### config.mk
export PLATFORM = sky130hd
export DESIGN_NAME = cart_bus_decoder
export DESIGN_NICKNAME = d
export VERILOG_FILES = /design/src/rtl/cbd_pkg.sv /design/src/rtl/cbd_route.sv /design/src/rtl/cbd_gpio_regs.sv /design/src/rtl/cbd_rom_lane.sv /design/src/rtl/cart_bus_decoder.sv
export SDC_FILE = /design/constraint.sdc
export NUM_CORES = 1
export LEC_CHECK = 0
export CORE_ASPECT_RATIO = 0.5
export CORE_MARGIN = 1
export CORE_UTILIZATION = 45
export DETAILED_ROUTE_END_ITERATION = 8
export MAX_ROUTING_LAYER = met4
export PLACE_DENSITY_LB_ADDON = 0.05
export SLEW_MARGIN = 20
export SYNTH_ARGS = -nofsm -noshare
export SYNTH_HDL_FRONTEND = slang
export SYNTH_SLANG_ARGS = --single-unit
### constraint.sdc
create_clock -name clk -period 3.9 [get_ports clk]
set_input_delay 1.17 -clock clk [delete_from_list [all_inputs] [get_ports clk]]
set_output_delay 1.17 -clock clk [all_outputs]
set_load 0.03 [all_outputs]
### src/rtl/cbd_pkg.sv
package cbd_pkg;

  typedef enum logic [1:0] {
    SZ_BYTE = 2'd0,
    SZ_HALF = 2'd1,
    SZ_WORD = 2'd2
  } acc_size_e;

  typedef enum logic [1:0] {
    GREG_DATA = 2'd0,
    GREG_DIR  = 2'd1,
    GREG_CTL  = 2'd2,
    GREG_NONE = 2'd3
  } gpio_reg_e;

  // Byte returned for an offset past the image: half of (off >> 1).
  function automatic logic [7:0] filler_byte(input logic [31:0] off);
    logic [15:0] half;
    half = off[16:1];
    return off[0] ? half[15:8] : half[7:0];
  endfunction

  // Lanes kept for a given access size.
  function automatic logic [31:0] size_mask(input acc_size_e sz);
    case (sz)
      SZ_BYTE: return 32'h0000_00FF;
      SZ_HALF: return 32'h0000_FFFF;
      default: return 32'hFFFF_FFFF;
    endcase
  endfunction

endpackage

### src/rtl/cbd_route.sv
module cbd_route
  import cbd_pkg::*;
#(
  parameter int unsigned ADDR_W     = 32,
  parameter int unsigned CART_AW    = 25,
  parameter logic [7:0]  EEP_PAGE   = 8'h0D,
  parameter logic [31:0] GPIO_BASE  = 32'h0800_00C4
) (
  input  logic [ADDR_W-1:0]  addr,
  input  acc_size_e          size,
  input  logic               eep_mode,
  input  logic [CART_AW:0]   rom_len,
  input  logic               gpio_ctl,
  output logic [CART_AW-1:0] cart_off,
  output logic               eep_hit,
  output logic               gpio_addr_hit,
  output logic               gpio_rd_hit,
  output gpio_reg_e          gpio_reg
);

  localparam logic [CART_AW:0]   LARGE_LEN = (CART_AW+1)'(1) << (CART_AW - 1);
  localparam logic [CART_AW-1:0] EEP_FLOOR = ~CART_AW'(256);

  logic large_img;

  assign cart_off  = addr[CART_AW-1:0];
  assign large_img = rom_len > LARGE_LEN;

  always_comb begin
    eep_hit = 1'b0;
    if (eep_mode) begin
      if (large_img) eep_hit = cart_off > EEP_FLOOR;
      else           eep_hit = addr[ADDR_W-1 -: 8] == EEP_PAGE;
    end
  end

  always_comb begin
    if      (addr == GPIO_BASE)                gpio_reg = GREG_DATA;
    else if (addr == GPIO_BASE + ADDR_W'(2))   gpio_reg = GREG_DIR;
    else if (addr == GPIO_BASE + ADDR_W'(4))   gpio_reg = GREG_CTL;
    else                                       gpio_reg = GREG_NONE;
  end

  assign gpio_addr_hit = !eep_hit && (gpio_reg != GREG_NONE);
  assign gpio_rd_hit   = gpio_addr_hit && gpio_ctl && (size != SZ_WORD);

endmodule

### src/rtl/cbd_gpio_regs.sv
module cbd_gpio_regs
  import cbd_pkg::*;
#(
  parameter int unsigned GPIO_W = 4,
  parameter int unsigned DATA_W = 32
) (
  input  logic              clk,
  input  logic              rst_n,
  input  logic              wr_hit,
  input  acc_size_e         size,
  input  gpio_reg_e         reg_sel,
  input  logic [DATA_W-1:0] wdata,
  output logic [GPIO_W-1:0] data_q,
  output logic [GPIO_W-1:0] dir_q,
  output logic              ctl_q
);

  localparam int unsigned HI = DATA_W / 2;

  logic ld_data, ld_dir, ld_ctl;
  logic [GPIO_W-1:0] data_d, dir_d;
  logic ctl_d;
  logic unused_wdata;

  assign unused_wdata = ^wdata;

  always_comb begin
    ld_data = 1'b0; ld_dir = 1'b0; ld_ctl = 1'b0;
    data_d  = wdata[GPIO_W-1:0];
    dir_d   = wdata[GPIO_W-1:0];
    ctl_d   = wdata[0];
    if (wr_hit && size == SZ_HALF) begin
      ld_data = reg_sel == GREG_DATA;
      ld_dir  = reg_sel == GREG_DIR;
      ld_ctl  = reg_sel == GREG_CTL;
    end else if (wr_hit && size == SZ_WORD) begin
      if (reg_sel == GREG_DATA) begin
        ld_data = 1'b1;
        ld_dir  = 1'b1;
        dir_d   = wdata[HI +: GPIO_W];
      end else if (reg_sel == GREG_DIR) begin
        ld_dir  = 1'b1;
        ld_ctl  = 1'b1;
        ctl_d   = wdata[HI];
      end
    end
  end

  always_ff @(posedge clk or negedge rst_n) begin
    if (!rst_n) begin
      data_q <= '0;
      dir_q  <= '1;
      ctl_q  <= 1'b0;
    end else begin
      if (ld_data) data_q <= data_d;
      if (ld_dir)  dir_q  <= dir_d;
      if (ld_ctl)  ctl_q  <= ctl_d;
    end
  end


  property byte_wr_stable_p;
    @(posedge clk) disable iff (!rst_n)
      (wr_hit && size == SZ_BYTE) |=> $stable({data_q, dir_q, ctl_q});
  endproperty
  byte_wr_stable_chk: assert property (byte_wr_stable_p);


  property half_ctl_load_p;
    @(posedge clk) disable iff (!rst_n)
      (wr_hit && size == SZ_HALF && reg_sel == GREG_CTL) |=> (ctl_q == $past(wdata[0]));
  endproperty
  half_ctl_load_chk: assert property (half_ctl_load_p);

endmodule

### src/rtl/cbd_rom_lane.sv
module cbd_rom_lane
  import cbd_pkg::*;
#(
  parameter int unsigned CART_AW = 25,
  parameter int unsigned LANE    = 0
) (
  input  logic [CART_AW-1:0] base,
  input  logic [CART_AW:0]   rom_len,
  input  logic [7:0]         rom_byte,
  output logic [7:0]         lane_byte
);

  logic [CART_AW-1:0] off;
  logic in_image;

  assign off       = base + CART_AW'(LANE);
  assign in_image  = {1'b0, off} < rom_len;
  assign lane_byte = in_image ? rom_byte : filler_byte(32'(off));

endmodule

### src/rtl/cart_bus_decoder.sv
module cart_bus_decoder
  import cbd_pkg::*;
#(
  parameter int unsigned ADDR_W    = 32,
  parameter int unsigned DATA_W    = 32,
  parameter int unsigned CART_AW   = 25,
  parameter int unsigned GPIO_W    = 4,
  parameter logic [7:0]  EEP_PAGE  = 8'h0D,
  parameter logic [31:0] GPIO_BASE = 32'h0800_00C4
) (
  input  logic               clk,
  input  logic               rst_n,
  input  logic [CART_AW:0]   cfg_rom_len,
  input  logic               cfg_eeprom,
  input  logic [ADDR_W-1:0]  bus_addr,
  input  logic [1:0]         bus_size,
  input  logic               bus_rd,
  input  logic               bus_wr,
  input  logic [DATA_W-1:0]  bus_wdata,
  output logic [DATA_W-1:0]  rd_data,
  output logic               rd_valid,
  output logic [CART_AW-1:0] rom_addr,
  input  logic [DATA_W-1:0]  rom_rdata,
  output logic               eep_sel,
  output logic               eep_we,
  output logic               eep_wbit,
  input  logic               eep_rbit,
  output logic               gpio_sel
);

  localparam int unsigned LANES = DATA_W / 8;

  acc_size_e          size;
  logic [CART_AW-1:0] cart_off;
  logic               eep_hit, gpio_addr_hit, gpio_rd_hit;
  gpio_reg_e          gpio_reg;
  logic [GPIO_W-1:0]  gpio_data, gpio_dir;
  logic               gpio_ctl;
  logic [DATA_W-1:0]  rom_word, gpio_word, rd_next;

  assign size = acc_size_e'(bus_size);

  cbd_route #(
    .ADDR_W(ADDR_W), .CART_AW(CART_AW), .EEP_PAGE(EEP_PAGE), .GPIO_BASE(GPIO_BASE)
  ) u_route (
    .addr(bus_addr), .size(size), .eep_mode(cfg_eeprom), .rom_len(cfg_rom_len),
    .gpio_ctl(gpio_ctl), .cart_off(cart_off), .eep_hit(eep_hit),
    .gpio_addr_hit(gpio_addr_hit), .gpio_rd_hit(gpio_rd_hit), .gpio_reg(gpio_reg)
  );

  cbd_gpio_regs #(.GPIO_W(GPIO_W), .DATA_W(DATA_W)) u_gpio (
    .clk(clk), .rst_n(rst_n), .wr_hit(bus_wr && gpio_addr_hit), .size(size),
    .reg_sel(gpio_reg), .wdata(bus_wdata),
    .data_q(gpio_data), .dir_q(gpio_dir), .ctl_q(gpio_ctl)
  );

  for (genvar k = 0; k < LANES; k++) begin : g_lane
    cbd_rom_lane #(.CART_AW(CART_AW), .LANE(k)) u_lane (
      .base(cart_off), .rom_len(cfg_rom_len),
      .rom_byte(rom_rdata[8*k +: 8]), .lane_byte(rom_word[8*k +: 8])
    );
  end

  assign rom_addr = cart_off;

  always_comb begin
    case (gpio_reg)
      GREG_DATA: gpio_word = DATA_W'(gpio_data);
      GREG_DIR:  gpio_word = DATA_W'(gpio_dir);
      GREG_CTL:  gpio_word = DATA_W'(gpio_ctl);
      default:   gpio_word = '0;
    endcase
  end

  always_comb begin
    if (eep_hit)          rd_next = DATA_W'(eep_rbit);
    else if (gpio_rd_hit) rd_next = gpio_word;
    else                  rd_next = rom_word & size_mask(size);
  end

  assign eep_sel  = eep_hit && (bus_rd || bus_wr);
  assign eep_we   = eep_hit && bus_wr;
  assign eep_wbit = eep_we && bus_wdata[0];
  assign gpio_sel = (bus_rd && gpio_rd_hit) || (bus_wr && gpio_addr_hit && size != SZ_BYTE);

  always_ff @(posedge clk or negedge rst_n) begin
    if (!rst_n) begin
      rd_data  <= '0;
      rd_valid <= 1'b0;
    end else begin
      rd_valid <= bus_rd;
      if (bus_rd) rd_data <= rd_next;
    end
  end


  property valid_follows_rd_p;
    @(posedge clk) disable iff (!rst_n) bus_rd |=> rd_valid;
  endproperty
  valid_follows_rd_chk: assert property (valid_follows_rd_p);


  property no_spurious_valid_p;
    @(posedge clk) disable iff (!rst_n) rd_valid |-> $past(bus_rd);
  endproperty
  no_spurious_valid_chk: assert property (no_spurious_valid_p);


  property sel_exclusive_p;
    @(posedge clk) disable iff (!rst_n) !(eep_sel && gpio_sel);
  endproperty
  sel_exclusive_chk: assert property (sel_exclusive_p);


  property eep_read_narrow_p;
    @(posedge clk) disable iff (!rst_n)
      (bus_rd && eep_sel) |=> (rd_data[DATA_W-1:1] == '0);
  endproperty
  eep_read_narrow_chk: assert property (eep_read_narrow_p);

endmodule

## Word level (Yosys, flattened, before mapping)

Cells that the tools add are included.

| storage, ports and cells | value |
|---|---|
| input bits | 130 |
| register bits | 42 |
| output and inout bits | 62 |

| cells by class | value |
|---|---|
| $lt $le $gt $ge | 6 |
| reductions and logical operators | 17 |
| add/subtract/negate cells | 3 |
| eq/ne operators | 10 |
| multiplexer cells | 36 |
| bitwise gates (word level) | 1 |

Operators by type and width:

| cell | count |
|---|---|
| $mux 32 | 4 |
| $lt 25x26->1 | 4 |
| $eq 32x28->1 const B | 3 |
| $mux 8 | 8 |
| $pmux 32 s2 | 1 |
| $add 25x2->25 const B | 2 |
| $and 32x32->32 | 1 |
| $gt 26x25->1 const B | 1 |
| $add 25x1->25 const B | 1 |
| $gt 25x25->1 const B | 1 |
| $mux 1 | 17 |
| $mux 4 | 3 |
| $pmux 4 s3 | 1 |
| $logic_and 1x1->1 | 11 |
| $eq 8x4->1 const B | 1 |
| $eq 2x1->1 const B | 2 |
| $eq 2x2->1 const B | 2 |
| $logic_not 2->1 | 2 |
| $mux 2 | 2 |
| $ne 2x2->1 const B | 2 |
| $logic_or 1x1->1 | 2 |
| $reduce_bool 2->1 | 1 |
| $logic_not 1->1 | 1 |

## Longest topological paths before layout

| depth | value |
|---|---|
| depth in word-level cells | 13 |
| gate-level depth with buffers | 18 |

## Modules after synthesis

Synthesis repeated with hierarchy kept, for this count alone.

| unflattened totals | value |
|---|---|
| cell total of the unflattened synthesis | 821 |
| area, all modules | 7155.6 um^2 |

Modules (own cells, without submodules):

| module | area an instance (um^2) | cells each | instances | sequential area each (um^2) |
|---|---|---|---|---|
| cbd_rom_lane at g_lane[3].u_lane | 1427.6 | 169 | 1 | 0.0 |
| cart_bus_decoder | 1361.3 | 109 | 1 | 825.8 |
| cbd_rom_lane at g_lane[1].u_lane | 1341.3 | 178 | 1 | 0.0 |
| cbd_rom_lane at g_lane[2].u_lane | 1261.2 | 167 | 1 | 0.0 |
| cbd_rom_lane at g_lane[0].u_lane | 814.5 | 98 | 1 | 0.0 |
| cbd_gpio_regs | 494.2 | 35 | 1 | 230.2 |
| cbd_route | 455.4 | 65 | 1 | 0.0 |

## Least setup slack after synthesis

OpenSTA, ideal clock, no wires.

| timing | value |
|---|---|
| kind | input-to-reg |
| start | input bus_addr[0] |
| end | register rd_data[31] |
| stages on the path | 18 |
| data required time | 3.820 ns |
| path slack | -0.966 ns |
| library setup time | 0.080 ns |
| arrival time | 4.787 ns |
| cell sequence | clkbuf_1 > inv_1 > buf_1 > ha_1 > buf_6 > nor3_1 > nand2_1 > nor2_1 > xor2_1 > ha_1 > nand2_1 > or4b_2 > inv_1 > nand4_1 > o221a_2 > buf_2 > mux2_2 > o2bb2ai_1 |

| between the ends | value |
|---|---|
| cells in the longest elaborated chain, start to end | 10 |

RTL lines:

| element | line | text |
|---|---|---|
| start: declaration | cart_bus_decoder.sv:15 | `input logic [ADDR_W-1:0] bus_addr,` |
| branches (longest 9 deep; another with $lt 25x26->1) | - |  |
| $mux 32 * | cart_bus_decoder.sv:76 | `if (eep_hit) rd_next = DATA_W'(eep_rbit);` |
| end signal: assignment | cart_bus_decoder.sv:92 | `if (bus_rd) rd_data <= rd_next;` |
| end: declaration | cart_bus_decoder.sv:20 | `output logic [DATA_W-1:0] rd_data,` |

Every way passes the cells marked *.
A chain may end at the register's enable or synchronous reset.

## Worst setup path after layout

| timing | value |
|---|---|
| start | input bus_addr[10] |
| end | register rd_data[15] |

| between the ends | value |
|---|---|
| cells in the longest elaborated chain, start to end | 10 |

RTL lines:

| element | line |
|---|---|
| branches (longest 9 deep; another with $lt 25x26->1) | - |
| $mux 32 * | cart_bus_decoder.sv:76 |

Marks and branches as above.

==> parameters.txt <==
Parameter                              Value

Synthesis
  Most numerous cell in the Yosys netlist ... sky130_fd_sc_hd__ha_1
  Commonest cells in the netlist ... sky130_fd_sc_hd__ha_1 (103), sky130_fd_sc_hd__inv_1 (57), sky130_fd_sc_hd__nand2_1 (56)
  Area share of the largest cell type after synthesis ... 19.79%
  Count of flip-flops with a built-in enable after synthesis ... 0
  Synth cell types ... 65
  Synth top area cells ... sky130_fd_sc_hd__ha_1 (20%), sky130_fd_sc_hd__dfrtp_1 (15%), sky130_fd_sc_hd__mux2_2 (5.5%), sky130_fd_sc_hd__xnor2_1 (5.1%), sky130_fd_sc_hd__mux2i_1 (4.9%)
  Synth async-reset ratio ... 100.0%
  Portion of the post-synthesis area used by sequential elements ... 16.22%
  Synth Net Count ... 1022
  Count of mapped cells out of synthesis ... 789
  Average cell area after synthesis ... around 8.3 sq um
  Number of warnings issued by yosys ... 0
  Synthesis-stage register bit count ... 42
  Flip-flop cell with the highest count after synthesis ... sky130_fd_sc_hd__dfrtp_1
  Area of the mapped netlist ... between 0.006 and 0.007 sq mm
  Top cell type by total area after synthesis ... sky130_fd_sc_hd__ha_1

Setup path
  Reg2Reg Setup Slack ... 2.13 ns
  Data arrival, critical path ... about 4.4 ns
  Crit path required time ... 4.09 ns
  Setup crit start kind ... input port
  Number of cells traversed by the worst register-to-register path ... 7
  Crit-path slowest cell ... sky130_fd_sc_hd__a2111oi_0
  Startpoint of the lowest-slack register-to-register path ... u_gpio.ctl_q
  Buffers & Inverters on Critical Path ... 3
  FF-to-FF End ... rd_data[29]
  Peak fanout along the critical path ... 7
  Crit-path most repeated cell ... sky130_fd_sc_hd__buf_4
  Type of destination of the critical path ... register
  Largest incremental delay on the critical path ... 0.44 ns
  Crit-path cells ... buf_4 > buf_4 > nand4_1 > nor4_4 > and2_4 > nand3_2 > xnor2_1 > ha_1 > a2111oi_0 > o21ai_1 > a32o_2 > a21oi_4 > buf_12 > mux2_4 > o32ai_2
  Type of the worst setup path ... in -> reg
  Category of cells accounting for the largest share of critical-path delay ... compound AO/OA/AOI/OAI gates

Route
  Routed Antenna Nets ... 0
  Wire length per cell ... 21.32 um
  Routed vias ... 8129
  Ratio of routed vias to standard cells ... 5.861
  Detailed-route DRC error count ... 0
  Initial DRT Pass Iterations ... 5
  Detailed Route WL ... 29570 um
  Count of routing violations after the opening detailed-route iteration ... approximately 740

Floorplanning
  Overall die area ... 0.01499 sq mm
  Initial core utilization ... 47.02%
  IO Pins ... approximately 190
  Core Footprint ... 0.01385 sq mm
  Horizontal die dimension ... between 150 and 200 um
  Die extent in y ... roughly 87 um
  Placement Rows ... 30

Placed design
  RePlAce Congestion ... 1.049
  Placed insts ... 1337
  Total placed instance area ... 0.01017 sq mm
  Half-perimeter wire length of the detailed placement result ... 22710 um
  Setup slack at placement ... -1.109 ns
  Buffers on Ports ... about 170

Final layout
  Fraction of layout instances using a drive strength above 1 ... 44.51%
  Nets@finish ... 1425
  Final instance area ... 0.01143 sq mm
  Final non-filler cell total ... 1387
  Relative area change from synthesis to final layout ... 75.47%

Worst hold path
  Hold path endpoint ... rd_data[6]
  Hold/Removal Path Class ... reg -> reg
  Hold_sp ... rd_data[6]
  Hold depth ... 1

Power
  Switching portion of total power ... 37.91%
  Combinational share of power ... 56.0%
  Proportion of power drawn by flip-flops and latches ... 22.4%
  Clock share of power ... about 22%
  VDD IR-drop max ... 0.0003204 V
  Sw Pwr ... ~0.00084 W
  Cell internal power dissipation ... 0.001383 W
  Pwr Density ... 194.9 mW/mm^2
  Leakage ... 5.612 nW

STA
  Fin crit period ... 4.185 ns
  Least setup slack across all paths after layout ... -0.2854 ns
  Final Cycle Share ... 107.3%
  Setup repair after global routing missed its margin ... yes
  Minimum hold slack ... between 0.4 and 0.5 ns
  Hold Fails Final Rpt ... 0
  Worst clock skew ... ~0.0038 ns
  Transition at the pin with the smallest max-transition slack ... roughly 0.9 ns
  Max-slew violation total from the final report ... 0
  Timing-limited maximum frequency ... 238.9 MHz
  Headroom to the max-slew limit ... about two fifths
  Finish-stage setup viols ... 28

CTS
  Buffer depth of the longest clock path ... 2
  Clock-pin slew of the registers on the worst-case setup and hold paths ... 0.06 ns
  H-tree depth reported by CTS ... 2
  Clock sink count ... 42
  Clock tree root buffer cell ... sky130_fd_sc_hd__clkbuf_16
  Number of buffers created by CTS ... 5
  CTS Hold Buffers Added ... 0
  CTS tree ... built
  Skew-Pair Late Insertion Delay ... between 0.2 and 0.3 ns

Global routing
  Wire length of the first global-routing pass ... 43230 um
  Vias in the first global route ... approximately 8000
  Sum of overflow across all layers after global routing ... 0
  Largest net degree at the start of global routing ... 43
  Initial antenna violation count ... 1
  Gr usage total ... ~40%

Flow run
  Max_cap viols ... 0

Run status
  Violations in the final reports ... negative setup slack
  Status ... finished with violations
[repair_timing]
action,4_1_cts,5_1_grt
buffers inserted,32,14
endpoints found under the setup margin,41,32
endpoints found under the hold margin,0,0
pin swaps,57,64
gates resized for setup,202,130
[area by class of cell]
type,instances,area (sq um)
fillers,840,2424
well taps,192,240.2
clock inverters,2,37.54
repair buffers,461,3965
multi-input cells,624,5772
inverters,58,222.7
diodes,2,5.005
clock buffers,6,128.9
flip-flops and latches,42,1056
[cell usage in the layout (no fill, tap or decap), types with 8 or more instances in the layout]
cell and n:
sky130_fd_sc_hd__o2bb2ai_1 12, sky130_fd_sc_hd__clkdlybuf4s50_1 87, sky130_fd_sc_hd__buf_6 33, sky130_fd_sc_hd__mux2_2 22, sky130_fd_sc_hd__mux2i_1 26, sky130_fd_sc_hd__dfrtp_1 38
sky130_fd_sc_hd__o21ai_0 19, sky130_fd_sc_hd__buf_4 294, sky130_fd_sc_hd__xnor2_1 31, sky130_fd_sc_hd__mux2_4 10, sky130_fd_sc_hd__dlymetal6s2s_1 16, sky130_fd_sc_hd__nor2_1 43
sky130_fd_sc_hd__buf_2 8, sky130_fd_sc_hd__xor2_1 24, sky130_fd_sc_hd__o2bb2ai_2 9, sky130_fd_sc_hd__nand2_1 46, sky130_fd_sc_hd__inv_1 54, sky130_fd_sc_hd__nand4_1 26
sky130_fd_sc_hd__a21oi_1 29, sky130_fd_sc_hd__ha_1 97, sky130_fd_sc_hd__nand3_2 8, sky130_fd_sc_hd__nor2_2 9, sky130_fd_sc_hd__nand3_1 19
[state kept, by name, indices dropped and copies added, names as in the netlist]
signal	count
rd_valid	1
u_gpio.ctl_q	1
rd_data	32
u_gpio.data_q	4
u_gpio.dir_q	4
[worst register-to-register path, stage by stage, from the launching register on]
cell and delay, ns:
sky130_fd_sc_hd__dfrtp_1 0.40, sky130_fd_sc_hd__nor2b_1 0.16, sky130_fd_sc_hd__and4_2 0.24, sky130_fd_sc_hd__buf_4 0.14
sky130_fd_sc_hd__nor2_1 0.14, sky130_fd_sc_hd__nand4_1 0.22, sky130_fd_sc_hd__buf_12 0.23, sky130_fd_sc_hd__o2bb2ai_1 0.17
[power by group through the flow]
stage | Sequential, W | Clock (W) | Combinational (W)
floorplan | 0.000572 | 0 | 0.000503
global placement | 0.000501 | 0 | 0.00108
detailed placement | 0.000501 | 0 | 0.00110
CTS | 0.000497 | 0.000482 | 0.00116
global route | 0.000502 | 0.000497 | 0.00132
finish | 0.000499 | 0.000482 | 0.00125
[cell families (layout without fill, tap and decap cells)]
kind of cell	count (synthesis)	after routing	synth area share, %
fa+ha+maj	103	103	19.79
xor+xnor	67	67	9.011
simple gates	238	238	19.02
buf+inv	123	527	8.857
flops	42	42	16.22
compound gates	148	148	15.97
other cells	0	2	0
mux	68	68	11.14
[metal layers]
metal	vias to the layer above	part of all wire (%)	GRT usage [%]
met4	0	3.8	14.16
li1	3654	-	-
met1	3891	42	53.21
met3	102	10	4.498
met2	482	44	61.44
met5	-	0	-
[worst max-delay path by stage]
stage,start,to,slack (ns),cells past startpoint
after floorplan,bus_addr[5],rd_data[10],-0.18,13
after global placement,bus_addr[4],gpio_sel,-1.06,10
after global routing,bus_addr[10],rd_data[15],-0.32,15
after detailed placement,bus_addr[4],gpio_sel,-1.11,10
final,bus_addr[10],rd_data[15],-0.29,15
after CTS,bus_addr[6],rd_data[15],-0.21,16
[through the flow]
| stage | total power (W) | util [%] | setup TNS (ns) |
|---|---|---|---|
| CTS | 0.002140 | 78.55 | -3.195 |
| global route | 0.002317 | 82.48 | -6.457 |
| floorplan | 0.001075 | - | -1.187 |
| finish | 0.002227 | 82.50 | -3.762 |
| detailed placement | 0.001604 | 73.44 | -34.78 |
| global placement | 0.001579 | 73.44 | -33.83 |
No activity file was read; power rests on OpenSTA's default activity.
